<file path="src/rtl/rxack_pkg.sv">
package rxack_pkg;
    typedef enum logic [2:0] {
        S_IDLE,
        S_RX,
        S_FIN,
        S_NOTIFY,
        S_TXS,
        S_TXF
    } seq_state_e;

    localparam int          ACK_REQ_BIT = 5;
    localparam logic [2:0]  FT_ACK      = 3'b010;
    localparam int          ACK_LEN     = 3;
    localparam int          SEQ_POS     = 2;
    localparam logic [7:0]  ACK_FC0     = 8'h02;
    localparam logic [7:0]  ACK_FC1     = 8'h00;
endpackage

</file>
<file path="src/rtl/rxack_hdr_buf.sv">
module rxack_hdr_buf #(
    parameter int HDR_LEN = 3,
    parameter int IW      = 7
) (
    input  logic                      clk,
    input  logic                      rst_n,
    input  logic                      clr,
    input  logic                      we,
    input  logic [IW-1:0]             idx,
    input  logic [7:0]                din,
    output logic [HDR_LEN-1:0][7:0]   hdr
);
    logic [HDR_LEN-1:0][7:0] hdr_d, hdr_q;

    for (genvar i = 0; i < HDR_LEN; i++) begin : g_slot
        assign hdr_d[i] = clr                             ? 8'h00 :
                          (we && idx == IW'(i))           ? din   :
                                                            hdr_q[i];
    end

    always_ff @(posedge clk) begin
        if (!rst_n) hdr_q <= '0;
        else        hdr_q <= hdr_d;
    end

    assign hdr = hdr_q;
endmodule

</file>
<file path="src/rtl/rxack_ack_fmt.sv">
module rxack_ack_fmt
    import rxack_pkg::*;
(
    input  logic [1:0] idx,
    input  logic [7:0] seq,
    output logic [7:0] ack_byte
);
    always_comb begin
        case (idx)
            2'd0:    ack_byte = ACK_FC0;
            2'd1:    ack_byte = ACK_FC1;
            default: ack_byte = seq;
        endcase
    end
endmodule

</file>
<file path="src/rtl/rxack_seq.sv">
module rxack_seq
    import rxack_pkg::*;
#(
    parameter int AW        = 8,
    parameter int MAX_LEN   = 127,
    parameter int HDR_LEN   = 3,
    parameter int DATA_BASE = 1,
    parameter int LEN_ADDR  = 0
) (
    input  logic          clk,
    input  logic          rst_n,
    input  logic          fcs_chk_en,
    input  logic          ack_evt_en,
    input  logic          rx_sfd,
    input  logic          rx_byte_vld,
    input  logic [7:0]    rx_byte,
    input  logic          rx_end,
    input  logic          rx_fcs_ok,
    output logic          mem_we,
    output logic [AW-1:0] mem_addr,
    output logic [7:0]    mem_wdata,
    output logic          frame_rdy,
    output logic          tx_start,
    output logic [6:0]    tx_len,
    output logic          tx_fcs_add,
    input  logic          tx_byte_req,
    output logic          tx_byte_vld,
    output logic [7:0]    tx_byte,
    input  logic          tx_done,
    output logic          ack_evt
);
    localparam int LW = $clog2(MAX_LEN + 1);

    typedef struct packed {
        seq_state_e    st;
        logic [LW-1:0] cnt;
        logic          fcs_ok;
        logic [1:0]    idx;
        logic          mem_we;
        logic [AW-1:0] mem_addr;
        logic [7:0]    mem_wdata;
        logic          frame_rdy;
        logic          tx_start;
        logic          tx_byte_vld;
        logic [7:0]    tx_byte;
        logic          ack_evt;
    } seq_regs_t;

    seq_regs_t q, d;

    logic                    store;
    logic                    hdr_clr;
    logic [HDR_LEN-1:0][7:0] hdr;
    logic [7:0]              ack_byte;
    logic                    ack_need;

    rxack_hdr_buf #(.HDR_LEN(HDR_LEN), .IW(LW)) u_hdr (
        .clk   (clk),
        .rst_n (rst_n),
        .clr   (hdr_clr),
        .we    (store && (q.cnt < LW'(HDR_LEN))),
        .idx   (q.cnt),
        .din   (rx_byte),
        .hdr   (hdr)
    );

    rxack_ack_fmt u_fmt (
        .idx      (q.idx),
        .seq      (hdr[SEQ_POS]),
        .ack_byte (ack_byte)
    );

    assign hdr_clr  = (q.st == S_IDLE) && rx_sfd;
    assign ack_need = q.fcs_ok
                   && hdr[0][ACK_REQ_BIT]
                   && (hdr[0][2:0] != FT_ACK)
                   && (q.cnt >= LW'(SEQ_POS + 1));

    always_comb begin
        d             = q;
        d.mem_we      = 1'b0;
        d.frame_rdy   = 1'b0;
        d.tx_start    = 1'b0;
        d.tx_byte_vld = 1'b0;
        d.ack_evt     = 1'b0;
        store         = 1'b0;
        case (q.st)
            S_IDLE: begin
                if (rx_sfd) begin
                    d.st  = S_RX;
                    d.cnt = '0;
                end
            end
            S_RX: begin
                if (rx_byte_vld && q.cnt < LW'(MAX_LEN)) begin
                    store       = 1'b1;
                    d.mem_we    = 1'b1;
                    d.mem_addr  = AW'(DATA_BASE) + AW'(q.cnt);
                    d.mem_wdata = rx_byte;
                    d.cnt       = q.cnt + 1'b1;
                end
                if (rx_end) begin
                    d.fcs_ok = rx_fcs_ok;
                    d.st     = S_FIN;
                end
            end
            S_FIN: begin
                if (fcs_chk_en && !q.fcs_ok) begin
                    d.st = S_IDLE;
                end else begin
                    d.mem_we    = 1'b1;
                    d.mem_addr  = AW'(LEN_ADDR);
                    d.mem_wdata = 8'(q.cnt);
                    d.st        = S_NOTIFY;
                end
            end
            S_NOTIFY: begin
                d.frame_rdy = 1'b1;
                d.st        = ack_need ? S_TXS : S_IDLE;
            end
            S_TXS: begin
                d.tx_start = 1'b1;
                d.idx      = '0;
                d.st       = S_TXF;
            end
            S_TXF: begin
                if (tx_byte_req && q.idx < 2'(ACK_LEN)) begin
                    d.tx_byte_vld = 1'b1;
                    d.tx_byte     = ack_byte;
                    d.idx         = q.idx + 1'b1;
                end
                if (tx_done) begin
                    d.ack_evt = ack_evt_en;
                    d.st      = S_IDLE;
                end
            end
            default: d.st = S_IDLE;
        endcase
    end

    always_ff @(posedge clk) begin
        if (!rst_n) begin
            q    <= '0;
            q.st <= S_IDLE;
        end else begin
            q <= d;
        end
    end

    assign mem_we      = q.mem_we;
    assign mem_addr    = q.mem_addr;
    assign mem_wdata   = q.mem_wdata;
    assign frame_rdy   = q.frame_rdy;
    assign tx_start    = q.tx_start;
    assign tx_len      = 7'(ACK_LEN);
    assign tx_fcs_add  = 1'b1;
    assign tx_byte_vld = q.tx_byte_vld;
    assign tx_byte     = q.tx_byte;
    assign ack_evt     = q.ack_evt;
endmodule

</file>
<file path="config.mk">
export PLATFORM = sky130hd
export DESIGN_NAME = rxack_seq
export DESIGN_NICKNAME = d
export VERILOG_FILES = /design/src/rtl/rxack_pkg.sv /design/src/rtl/rxack_hdr_buf.sv /design/src/rtl/rxack_ack_fmt.sv /design/src/rtl/rxack_seq.sv
export SDC_FILE = /design/constraint.sdc
export NUM_CORES = 1
export LEC_CHECK = 0
export ABC_CLOCK_PERIOD_IN_PS = 4300
export BUFFER_PORTS_ARGS = -buffer_cell sky130_fd_sc_hd__buf_2
export CORE_MARGIN = 3
export CORE_UTILIZATION = 58
export CTS_CLUSTER_DIAMETER = 100
export CTS_CLUSTER_SIZE = 12
export DETAILED_ROUTE_END_ITERATION = 8
export GPL_ROUTABILITY_DRIVEN = 1
export PLACE_DENSITY = 0.91
export SYNTH_ARGS = -nofsm -noshare
export SYNTH_HDL_FRONTEND = slang
export SYNTH_SLANG_ARGS = --single-unit
export TNS_END_PERCENT = 100
</file>
<file path="constraint.sdc">
create_clock -name clk -period 4.3 [get_ports clk]
set_input_delay 0.86 -clock clk [delete_from_list [all_inputs] [get_ports clk]]
set_output_delay 0.86 -clock clk [all_outputs]
set_load 0.01 [all_outputs]
</file>
==> flow_summary.ini <==
[run_status]
outcome = complete, no violations

[floorplanning]
core_area_um2 = 4173
fp.dieW_um = 73.37
io_pins = 55
die_area_um2 = 5383
initial_utilization_pct = 63.09
fp.dieH_um = 73.37
num_rows = 23

[drt]
routed_wl_um = 5170
drc = 0
vias_per_cell = 5.718
drt-met1-wl_um = 2211
first_iter_violations = 87
vias = 2024
drtAntennaViolNets = 0
dr_wl_met2_um = 2579
wl_per_cell_um = 14.60
dr.pass1.iters = 4
route.top_layer_used = met4
dr_wl_met3_um = 304

[timing]
fmax_mhz = 490.5
tightest_slew_ps = 737.3
slew_headroom_pct = 50.79
hold_viol = 0
finalCritPeriodShare_pct = 47.41
post-route-min-period_ps = 2039
slew_viol_final = 0
fin_skew_ps = 10.97
setup_violations = 0
setup_tns_ps = 0
rsz0062_at_grt = no

[synthesis]
syn_inst = 290
synth_edf_count = 0
ys.warnings.count = 0
ys_async_sr_fraction_pct = 0
syn_area_um2 = 2633
synth_ff_type = dfxtp_1
ys_ff_latch = 54
syn_avg_cell_area_um2 = 9.078
ys_types = 54
ys_seq_area_share_pct = 41.06

[clock_tree]
postCtsSetupBuffers = 0
htree_levels = 2
cts_sinks = 54
cts_root_buffer = clkbuf_8
cts_tree = yes
clk_latency_ps = 320
numCtsBuffers = 5
clk_pin_slew_ps = 100
clk_path_buf_depth = 2
cts_resized = 0
ctsHoldBuffers = 0

[setup_path]
critPathRequiredTime_ps = 4520
arrival_ps = 2260
endpoint_kind = register
critical_path.max_stage_delay_ps = 470
crit_chain = buf_2 -> or4b_1 -> nand2_1 -> nor2_1 -> a21o_2
crit_type = input port to register
crit_fanout = 15
cp_num_buf_inv = 1
cp_slowest_cell = or4b_1
start_kind = input port
critPathTopFamily = simple AND/OR/NAND/NOR gates

[finish]
insertedDiodeCount = 0
final_cell_mix = dfxtp_1 (54), buf_2 (46), nor2_1 (28), nand2_1 (21), nand3_1 (20)
final_nets = 327
final_cells = 354
area.sequential_um2 = 1081
fill_cells = 363
multi_input_comb_area_um2 = 1217
fin_util_pct = 65.73
final_common_cell = dfxtp_1
drive_above_1_share_pct = 24.01
syn_to_final_growth_pct = 4.182

[global_routing]
grt_util_all_layers_pct = 20.53
grt_pass1_wl_um = 8604
grt_pass1_vias = 1877
grt_start_max_net_pins = 24
grt_overflow_total = 0
antenna_found_initial = 0

[power_and_ir_drop]
power-per-cell-area_nw_per_um2 = 352.0
ir_worst_vdd_mv = 0.2220
power_leakage_uw = 0.001259

[job]
maxCapViolCount = 0

[placement]
hpwl_um = 3711
port_buffers = 46
dp.cells = 346
gp_congestion = 0.8448

[hold_path]
hold_path.class = register to register
[synth_stat cells (6+ instances only)]
master	n	area (um^2)
nand3_1	20	100.1
dfxtp_1	54	1081
ha_1	6	75.07
a21oi_1	19	95.09
nor3_1	6	30.03
nand2_1	21	78.83
and3_1	7	43.79
buf_4	32	240.2
inv_1	7	26.28
o21a_1	6	45.04
mux2i_1	13	130.1
buf_2	7	35.03
nor2_1	28	105.1
[per-layer routing]
metal	up-vias	track usage, %
met1	959	25.21
li1	1004	-
met5	-	0
met2	52	35.45
met4	0	5.634
met3	9	5.335
[flip-flops by register name, indices dropped and copies added (netlist names)]
| name | cells |
|---|---|
| mem_addr | 8 |
| mem_we | 1 |
| frame_rdy | 1 |
| tx_byte_vld | 1 |
| ack_evt | 1 |
| u_hdr.hdr | 12 |
| q | 13 |
| mem_wdata | 8 |
| tx_start | 1 |
| tx_byte | 8 |
[worst register-to-register path, stage by stage (launching register included)]
cell     delay, ps
dfxtp_1        440
or4b_1         600
nand2_1        410
nor2_1         180
a21o_2         240
[power breakdown]
group	switching (uW)	total, uW	leakage, uW	internal, uW
Clock	177	354	0.0000563	177
Combinational	53.2	89.2	0.000767	36.0
Sequential	11.6	522	0.000436	510
Total	241	965	0.00126	724
[final timing paths]
kind                              to  cells after the start                     from  slack, ps
min reg2reg  tx_byte[7]$_SDFFE_PN0P_                      2  tx_byte[7]$_SDFFE_PN0P_        450
min          tx_byte[7]$_SDFFE_PN0P_                      2  tx_byte[7]$_SDFFE_PN0P_        450
max               q[35]$_SDFFE_PN0P_                      5                   rx_sfd       2260
max reg2reg       q[35]$_SDFFE_PN0P_                      4       q[41]$_SDFFE_PN0P_       2340
[metrics by stage]
| step | power (uW) | setup slack (ps) | instance area (um^2) | hold slack [ps] |
|---|---|---|---|---|
| 3_3_place_gp | 619.3 | 1973 | 2625 | 434.8 |
| 2_1_floorplan | 608.7 | 2229 | 2655 | 432.3 |
| 5_1_grt | 1000 | 2210 | 2743 | 487.1 |
| 6_report | 965.3 | 2261 | 2743 | 453.2 |
| 4_1_cts | 971.4 | 2281 | 2743 | 456.0 |
| 3_5_place_dp | 621.9 | 1936 | 2625 | 441.7 |
[cells by family after synthesis]
logic type | Yosys count | synth area share (%)
adder cells (fa/ha/maj) | 6 | 2.852
AND/OR/NAND/NOR | 105 | 21.86
flip-flops | 54 | 41.06
multiplexers | 14 | 5.371
other | 2 | 0.2853
buffers and inverters | 54 | 13.55
AO/OA/AOI/OAI | 53 | 14.35
XOR/XNOR | 2 | 0.6655
[area by class of cell]
cell class / instances / share of cell area, %
Clock buffer: 5 / 2.509
Clock inverter: 3 / 1.779
Inverter: 7 / 0.9580
Multi-Input combinational cell: 188 / 44.39
Sequential cell: 54 / 39.42
Tap cell: 50 / 2.281
Timing Repair Buffer: 47 / 8.668
Note: power is estimated with default switching activity, not from simulation.
